==> config.mk <==
export PLATFORM = sky130hd
export DESIGN_NAME = isqrt_pipe
export DESIGN_NICKNAME = d
export VERILOG_FILES = /design/src/rtl/isqrt_pkg.sv /design/src/rtl/isqrt_stage_reg.sv /design/src/rtl/isqrt_seed_rom.sv /design/src/rtl/isqrt_iter_stage.sv /design/src/rtl/isqrt_pipe.sv
export SDC_FILE = /design/constraint.sdc
export NUM_CORES = 1
export LEC_CHECK = 0
export CAP_MARGIN = 20
export CORE_AREA = 3 3 151 153
export DETAILED_ROUTE_END_ITERATION = 7
export DIE_AREA = 0 0 154 156
export PLACE_DENSITY = 0.52
export SYNTH_ARGS = -nofsm -noshare
export SYNTH_HDL_FRONTEND = slang
export SYNTH_SLANG_ARGS = --single-unit
==> constraint.sdc <==
create_clock -name clk -period 4.74 [get_ports clk]
set_input_delay 1.185 -clock clk [delete_from_list [all_inputs] [get_ports clk]]
set_output_delay 1.185 -clock clk [all_outputs]
set_load 0.02 [all_outputs]
==> src/rtl/isqrt_pkg.sv <==
package isqrt_pkg;

  localparam int MODE_COMB = 0;
  localparam int MODE_IO   = 1;
  localparam int MODE_PAIR = 2;
  localparam int MODE_EACH = 3;

  // Whether a register follows stage s (stage 0 is the seed table, last is the final iteration)
  function automatic bit stage_reg(int mode, int s, int last);
    case (mode)
      MODE_EACH: return 1'b1;
      MODE_PAIR: return ((s % 2) == 1) || (s == last);
      MODE_IO:   return s == last;
      default:   return 1'b0;
    endcase
  endfunction

  function automatic int latency(int mode, int last);
    int n;
    n = (mode == MODE_COMB) ? 0 : 1;
    for (int s = 0; s <= last; s++) begin
      if (stage_reg(mode, s, last)) n++;
    end
    return n;
  endfunction

endpackage

==> src/rtl/isqrt_stage_reg.sv <==
module isqrt_stage_reg #(
  parameter int W      = 8,
  parameter bit ENABLE = 1'b1
) (
  input  logic         clk,
  input  logic         rst,
  input  logic         ce,
  input  logic         d_valid,
  input  logic [W-1:0] d,
  output logic         q_valid,
  output logic [W-1:0] q
);

  if (ENABLE) begin : g_reg
    always_ff @(posedge clk) begin
      if (rst) begin
        q_valid <= 1'b0;
      end else if (ce) begin
        q_valid <= d_valid;
      end
    end
    always_ff @(posedge clk) begin
      if (ce) q <= d;
    end
  end else begin : g_wire
    logic unused_ctl;
    assign unused_ctl = ^{clk, rst, ce};
    assign q_valid = d_valid;
    assign q       = d;
  end

endmodule

==> src/rtl/isqrt_seed_rom.sv <==
module isqrt_seed_rom #(
  parameter int SEED_W = 6,
  parameter int ROOT_W = 8
) (
  input  logic [SEED_W-1:0] addr,
  output logic [ROOT_W-1:0] root,
  output logic [ROOT_W:0]   rem
);

  localparam int HB    = SEED_W / 2;
  localparam int DEPTH = 1 << SEED_W;
  localparam int RMW   = ROOT_W + 1;

  function automatic logic [2*HB:0] seed_word(int a);
    int r;
    int rm;
    logic [31:0] rv;
    logic [31:0] mv;
    r = 0;
    for (int c = 0; c < (1 << HB); c++) begin
      if (c * c <= a) r = c;
    end
    rm = a - r * r;
    rv = r;
    mv = rm;
    return {rv[HB-1:0], mv[HB:0]};
  endfunction

  logic [2*HB:0] rom [DEPTH];

  for (genvar a = 0; a < DEPTH; a++) begin : g_rom
    assign rom[a] = seed_word(a);
  end

  logic [2*HB:0] word;
  assign word = rom[addr];
  assign root = ROOT_W'(word[2*HB:HB+1]);
  assign rem  = RMW'(word[HB:0]);

endmodule

==> src/rtl/isqrt_iter_stage.sv <==
module isqrt_iter_stage #(
  parameter int ROOT_W = 8
) (
  input  logic [1:0]        pair,
  input  logic [ROOT_W-1:0] root_i,
  input  logic [ROOT_W:0]   rem_i,
  output logic [ROOT_W-1:0] root_o,
  output logic [ROOT_W:0]   rem_o
);

  logic [ROOT_W+2:0] shifted;
  logic [ROOT_W+2:0] trial;
  logic [ROOT_W+2:0] diff;
  logic              take;

  assign shifted = {rem_i, pair};
  assign trial   = {1'b0, root_i, 2'b01};
  assign diff    = shifted - trial;
  assign take    = shifted >= trial;

  assign root_o = {root_i[ROOT_W-2:0], take};
  assign rem_o  = take ? diff[ROOT_W:0] : shifted[ROOT_W:0];

  logic unused_hi;
  assign unused_hi = ^{diff[ROOT_W+2:ROOT_W+1], shifted[ROOT_W+2:ROOT_W+1], root_i[ROOT_W-1]};

endmodule

==> src/rtl/isqrt_pipe.sv <==
module isqrt_pipe
  import isqrt_pkg::*;
#(
  parameter int DATA_W    = 16,
  parameter int SEED_W    = 6,
  parameter int PIPE_MODE = MODE_EACH,
  parameter bit HAS_CE    = 1'b1,
  localparam int ROOT_W   = (DATA_W + 1) / 2
) (
  input  logic              clk,
  input  logic              rst,
  input  logic              ce,
  input  logic              in_valid,
  input  logic [DATA_W-1:0] in_op,
  output logic              out_valid,
  output logic [ROOT_W-1:0] out_root
);

  localparam int PW = 2 * ROOT_W;
  localparam int NS = ROOT_W - SEED_W / 2;
  localparam int WW = PW + ROOT_W + ROOT_W + 1;

  logic en;
  if (HAS_CE) begin : g_ce
    assign en = ce;
  end else begin : g_noce
    logic unused_ce;
    assign unused_ce = ce;
    assign en = 1'b1;
  end

  // Level k feeds stage k; stage k's result goes through an optional register to level k+1
  logic              lvl_v    [NS+2];
  logic [PW-1:0]     lvl_op   [NS+2];
  logic [ROOT_W-1:0] lvl_root [NS+2];
  logic [ROOT_W:0]   lvl_rem  [NS+2];

  logic              stg_v    [NS+1];
  logic [PW-1:0]     stg_op   [NS+1];
  logic [ROOT_W-1:0] stg_root [NS+1];
  logic [ROOT_W:0]   stg_rem  [NS+1];

  logic [PW-1:0] op_pad;
  assign op_pad = PW'(in_op);

  isqrt_stage_reg #(.W(PW), .ENABLE(PIPE_MODE != MODE_COMB)) u_in_reg (
    .clk(clk), .rst(rst), .ce(en),
    .d_valid(in_valid), .d(op_pad),
    .q_valid(lvl_v[0]), .q(lvl_op[0])
  );
  assign lvl_root[0] = '0;
  assign lvl_rem[0]  = '0;

  isqrt_seed_rom #(.SEED_W(SEED_W), .ROOT_W(ROOT_W)) u_seed (
    .addr(lvl_op[0][PW-1 -: SEED_W]),
    .root(stg_root[0]),
    .rem(stg_rem[0])
  );
  assign stg_v[0]  = lvl_v[0];
  assign stg_op[0] = lvl_op[0];

  logic unused_seed;
  assign unused_seed = ^{lvl_root[0], lvl_rem[0]};

  for (genvar s = 1; s <= NS; s++) begin : g_iter
    localparam int LO = PW - SEED_W - 2 * s;
    isqrt_iter_stage #(.ROOT_W(ROOT_W)) u_stage (
      .pair(lvl_op[s][LO+1:LO]),
      .root_i(lvl_root[s]),
      .rem_i(lvl_rem[s]),
      .root_o(stg_root[s]),
      .rem_o(stg_rem[s])
    );
    assign stg_v[s]  = lvl_v[s];
    assign stg_op[s] = lvl_op[s];
  end

  for (genvar s = 0; s <= NS; s++) begin : g_lvl
    logic [WW-1:0] pk_d;
    logic [WW-1:0] pk_q;
    assign pk_d = {stg_op[s], stg_root[s], stg_rem[s]};
    isqrt_stage_reg #(.W(WW), .ENABLE(stage_reg(PIPE_MODE, s, NS))) u_reg (
      .clk(clk), .rst(rst), .ce(en),
      .d_valid(stg_v[s]), .d(pk_d),
      .q_valid(lvl_v[s+1]), .q(pk_q)
    );
    assign {lvl_op[s+1], lvl_root[s+1], lvl_rem[s+1]} = pk_q;
  end

  assign out_valid = lvl_v[NS+1];
  assign out_root  = lvl_root[NS+1];

  logic unused_tail;
  assign unused_tail = ^{lvl_op[NS+1], lvl_rem[NS+1]};

endmodule

# [After elaboration in Yosys (flattened, before gate mapping)]
# Memories as Yosys holds them, arrays and structs flattened. A register that Yosys moved wholly into a read port is not among the register bits.
# Index checks and enable logic that the tools add are counted.
[totals] regBits=133 mem_bits_ro=448 in_bits=20 out_inout_bits=9 memories=1
[classes] add_sub_neg=5 n_lt_le_gt_ge=6 muxes=7 n_bitwise=1
[memory_table] memory="(no name shown)" words=64 width=7 rd=1 rd_clocked_by_memory_dff=1 wr=0 line="isqrt_seed_rom.sv:36" text="assign word = rom[addr];"
[ops] operator="$mux W9" n=4
[ops] operator="$mux W7" n=2
[ops] operator="$ge A11 B6 Y1" n=1
[ops] operator="$ge A11 B7 Y1" n=1
[ops] operator="$ge A11 B8 Y1" n=1
[ops] operator="$ge A11 B9 Y1" n=1
[ops] operator="$sub A9 B6 Y9" n=1
[ops] operator="$sub A9 B7 Y9" n=1
[ops] operator="$sub A9 B8 Y9" n=1
[ops] operator="$sub A9 B9 Y9" n=1
[ops] operator="$ge A7 B7 Y1 const B" n=1
[ops] operator="$not A6 Y7" n=1
[ops] operator="$sub A6 B5 Y7" n=1
[ops] operator="$ge A6 B5 Y1" n=1
[ops] operator="$mux W6" n=1

# [Logic depth before layout (Yosys ltp)]
[logic_depth] word_depth=4 ltp_mapped=8 mapped_depth_nobuf=8

# [Cells and area by module]
# A second synthesis with hierarchy kept.
[unflattened] hier_cells=712 hier_area_um2=10207.3
[modules_own_cells] module="isqrt_stage_reg (g_lvl[0].u_reg ...)" instances=6 cells_per_inst=36 area_each_um2=1024.7 seq_area_each_um2=1011.0
[modules_own_cells] module="isqrt_iter_stage" instances=5 cells_per_inst=82 area_each_um2=614.3 seq_area_each_um2=0.0
[modules_own_cells] module="isqrt_stage_reg (u_in_reg)" instances=1 cells_per_inst=19 area_each_um2=514.2 seq_area_each_um2=500.5
[modules_own_cells] module="isqrt_seed_rom" instances=1 cells_per_inst=67 area_each_um2=473.0 seq_area_each_um2=0.0

# [Worst setup path before layout]
# OpenSTA, ideal clock, no wires.
[synth_path] path_kind="flip-flop to flip-flop" from="register g_lvl[0].u_reg.q[0]" to="register g_lvl[1].u_reg.q[2] (data pin)" arrival_ns=1.788 t_required_ns=4.480 slack_ns=2.692 stages_incl_launch_ff=8 n_path_buf=1 path_cell_list="edfxtp_1 ha_1 o21a_1 o21a_1 o21ai_1 and3_1 buf_4 mux2_2"
[synth_via] elab_chain_cells=2 elab_cells_between_ends=3
[synth_rtl] element="from (decl)" line="isqrt_stage_reg.sv:11" text="output logic [W-1:0] q"
[synth_rtl] element="$sub A6 B5 Y7 or $ge A6 B5 Y1 (tied branches)" line="isqrt_iter_stage.sv:18, isqrt_iter_stage.sv:19"
[synth_rtl] element="$mux W6 *" line="isqrt_iter_stage.sv:22" text="assign rem_o = take ? diff[ROOT_W:0] : shifted[ROOT_W:0];"
[synth_rtl] element="via g_iter[1].u_stage.rem_o[2]" line="isqrt_iter_stage.sv:8" text="output logic [ROOT_W:0] rem_o"
[synth_rtl] element="to (signal assigned)" line="isqrt_stage_reg.sv:23" text="if (ce) q <= d;"
[synth_rtl] element="to (decl)" line="isqrt_stage_reg.sv:11"
# Mark *: on every way through the listed nets, which the timed path passes. The rest lies on a longest branch.
# A chain may end at the register's enable or synchronous reset.

# [Worst setup path after layout]
[layout_path] from="register g_lvl[5].u_reg.q_valid" to="output port out_valid"
[layout_lines] element="from (decl)" line="isqrt_stage_reg.sv:10" text="output logic q_valid,"
[layout_lines] element="from (signal assigned)" line="isqrt_stage_reg.sv:19" text="q_valid <= d_valid;"
[layout_lines] element="to (decl)" line="isqrt_pipe.sv:15" text="output logic out_valid,"
# No word-level cell between the ends.

==> qor.csv <==
stage,metric,value,unit
run_status,status,finished clean,
cts,Longest Clk Path Bufs,2,
die,core area,0.0217,mm²
critical_path,crit-path max cell delay,600,ps
die,I/O pins,29,
final_layout,Area Overhead vs Synth,20.6,%
logic_synthesis,"EDFF count, synth",117,
power_and_ir_drop,sw frac,26.7,%
routing,DR vias/cell,4.44,
critical_path,Crit path required time,3560,ps
min_path,Hold Crit Start,g_lvl[1].u_reg.q[19]$_DFFE_PP_,
power_and_ir_drop,clock network fraction of total power,39.0,%
die,Starting Density,26.8,%
routing,via count,3455,
critical_path,reg2reg end,g_lvl[2].u_reg.q[5]$_DFFE_PP_,
cts,Worst-Skew Late Latency,410,ps
logic_synthesis,most frequent cell after synthesis,edfxtp_1,
critical_path,worst-path cell chain,clkdlybuf4s50_1,
timing,Hold Slack,416,ps
min_path,hold path cells,0,
logic_synthesis,Post-synth ARST share,0,%
min_path,HP Class,reg2reg,
critical_path,CP arrival,1350,ps
logic_synthesis,Netlist Area Pre-Place,0.00581,mm²
routing,drt first pass iters,5,
critical_path,reg-to-reg startpoint,g_lvl[1].u_reg.q[0]$_DFFE_PP_,
min_path,Worst Hold Path EP,g_lvl[2].u_reg.q[19]$_DFFE_PP_,
logic_synthesis,post-synthesis cell type count,53,
timing,Max-slew headroom,37.7,%
routing,Avg WL per Cell,12.1,µm
routing,1st-iter DRT viols,143,
logic_synthesis,sequential area share after synthesis,62.8,%
power_and_ir_drop,combinational power share,17.6,%
logic_synthesis,"area leader, netlist",edfxtp_1,
timing,endpoints failing setup,0,
critical_path,"setup slack, reg-to-reg",2240,ps
timing,RSZ-0062 raised after global routing,no,
grt,global-route wire length before repair,15600,µm
flow_run,MaxCap Viol Count,0,
cts,Sink Count,124,
cts,cts repair resizes,0,
final_layout,Fillers,2104,
critical_path,worst-path maximum fanout,2,
timing,"Slew Viols, Final",0,
timing,Worst Max-Slew Pin Slew,930,ps
place,Detailed Place HPWL,6550,µm
die,Rows,54,
routing,Total Routed Length,9430,µm
final_layout,Nets,542,
timing,final worst-path cycle share,53.5,%
logic_synthesis,predominant post-synthesis flop cell,edfxtp_1,
cts,TritonCTS Buffers,17,
routing,Post-DRT Antenna Nets,0,
grt,initial antenna violation count,0,
routing,# DRC,0,
die,Die Y,156,µm
power_and_ir_drop,Worst IR Drop VDD,0.223,mV
cts,H-tree depth,4,
final_layout,share of layout cells above drive strength 1,10.0,%
timing,min Tclk post-route,2530,ps
critical_path,Crit Path Category,reg2out,
grt,grt ovf,0,
power_and_ir_drop,Net Sw Power,887,µW
cts,Post-CTS Setup Inserts,0,
critical_path,crit path capture type,primary output,
power_and_ir_drop,Flop pwr share,43.4,%
logic_synthesis,Synth top cells by count,"edfxtp_1 (117), inv_1 (47), nor2_1 (39)",
critical_path,crit path max-delay cell type,clkdlybuf4s50_1,
timing,Final Hold Viols,0,
grt,largest net degree at the start of global routing,70,
die,Die ar.,0.0240,mm²
critical_path,Crit path buffers/inverters,1,
cts,cts hold-fix bufs,0,
timing,fmax,0.395,GHz
logic_synthesis,synth warn,0,
logic_synthesis,Synth top area share,60.4,%
cts,CTS tree,done,
logic_synthesis,syn_nets,503,
place,GP Congestion,0.849,
timing,worst clock skew,9.77,ps
critical_path,CP Depth,1,
logic_synthesis,Yosys reg bits,124,
grt,All-Layer GR Usage,8.11,%
critical_path,CP Launch Type,flip-flop,
logic_synthesis,Synth area leaders,"edfxtp_1 (60%), ha_1 (8.0%), inv_1 (3.0%)",
critical_path,Reg2Reg Depth,5,
cts,Worst-path clk slew,60,ps
final_layout,ANT cells,0,
logic_synthesis,synthesized instance count,446,
timing,setup TNS,0,ps
power_and_ir_drop,Pwr Density,474,mW/mm²
power_and_ir_drop,Internal,2440,µW
power_and_ir_drop,Leak,0.00269,µW
critical_path,Crit path max-delay family,buffers and inverters,
place,number of port buffers,28,
die,DIE WIDTH,154,µm
cts,Root Buffer,clkbuf_16,
logic_synthesis,Mapped Avg Cell Area,13.0,µm²
grt,vias in the first global route,3438,
-- cells in the final DEF (no fill, tap or decap), types with 3 or more instances in the layout --
master	Yosys	routed
o21a_1	8	8
nor3_1	13	13
a211oi_1	6	6
nand2b_1	7	7
o22ai_1	4	4
nor2_1	39	39
ha_1	37	37
nand3_1	5	5
mux2_2	6	6
inv_1	47	47
nor4_1	5	5
nor2b_1	8	8
clkdlybuf4s50_1	0	27
edfxtp_1	117	117
o211ai_1	3	3
o21ai_0	17	17
a21oi_1	29	29
xor2_1	10	10
a21o_1	3	3
nand2_1	11	11
o31ai_1	4	4
dfxtp_1	7	7
clkbuf_16	0	17
clkinv_4	0	3
mux2i_1	10	10
inv_6	0	6
xnor2_1	10	10
-- state kept, by name (all words and copies together) (netlist names) --
signal,cells
g_lvl.u_reg.q,101
g_lvl.u_reg.q_valid,6
u_in_reg.q,16
u_in_reg.q_valid,1
-- layer usage --
metal / share of wire, % / global-route usage (%)
met3: 4.3 / 3.11
met5: 0 / 0
met2: 51 / 13.7
met4: 2.5 / 4.58
met1: 42 / 8.77
-- worst max-delay path by stage --
stage                                   startpoint                        endpoint  slack (ps)
3_5_place_dp                                    ce  g_lvl[3].u_reg.q[17]$_DFFE_PP_        2140
3_3_place_gp                                    ce         u_in_reg.q[4]$_DFFE_PP_        2170
5_1_grt              g_lvl[1].u_reg.q[0]$_DFFE_PP_   g_lvl[2].u_reg.q[5]$_DFFE_PP_        2050
2_1_floorplan        g_lvl[0].u_reg.q[0]$_DFFE_PP_   g_lvl[1].u_reg.q[2]$_DFFE_PP_        2690
6_report       g_lvl[5].u_reg.q_valid$_SDFFE_PP0P_                       out_valid        2210
4_1_cts        g_lvl[5].u_reg.q_valid$_SDFFE_PP0P_                       out_valid        2180
-- logic make-up (layout without fill, tap and decap cells) --
kind of cell	Yosys count	in the layout	share of synthesized area, %
DFF	124	124	62.8
and+or+nand+nor	99	99	8.54
AOI/OAI and AO/OA	93	93	10.5
buffers and inverters	56	108	3.96
adders and majority gates	37	37	7.96
xor gates and xnor gates	20	20	3.01
muxes	17	17	3.14
-- power groups by stage --
stage	Clock [µW]	Combinational [µW]	Sequential (µW)
2_1_floorplan	0	448	1440
3_5_place_dp	0	582	1470
3_3_place_gp	0	564	1460
5_1_grt	1390	653	1460
4_1_cts	1340	587	1440
6_report	1300	585	1440
-- cell type report --
class                   instances  area (µm²)  share of cell area, %
clock inverters                15         176                   2.52
well taps                     280         350                   5.00
clock buffers                  17         425                   6.07
flip-flops and latches        124        3650                   52.1
inverters                      47         176                   2.52
repair buffers                 29         298                   4.25
multi-input cells             266        1930                   27.5
-- through the flow --
stage / area, µm² / util [%] / std cells / setup WS [ps] / total power [µW]
floorplan: 5810 / - / 446 / 2690 / 1890
global placement: 6410 / 29.5 / 746 / 2170 / 2030
detailed placement: 6410 / 29.5 / 746 / 2140 / 2050
CTS: 7010 / 32.3 / 778 / 2180 / 3370
global route: 7010 / 32.3 / 778 / 2050 / 3500
finish: 7010 / 32.3 / 778 / 2210 / 3320
(Power assumes the default switching activity.)
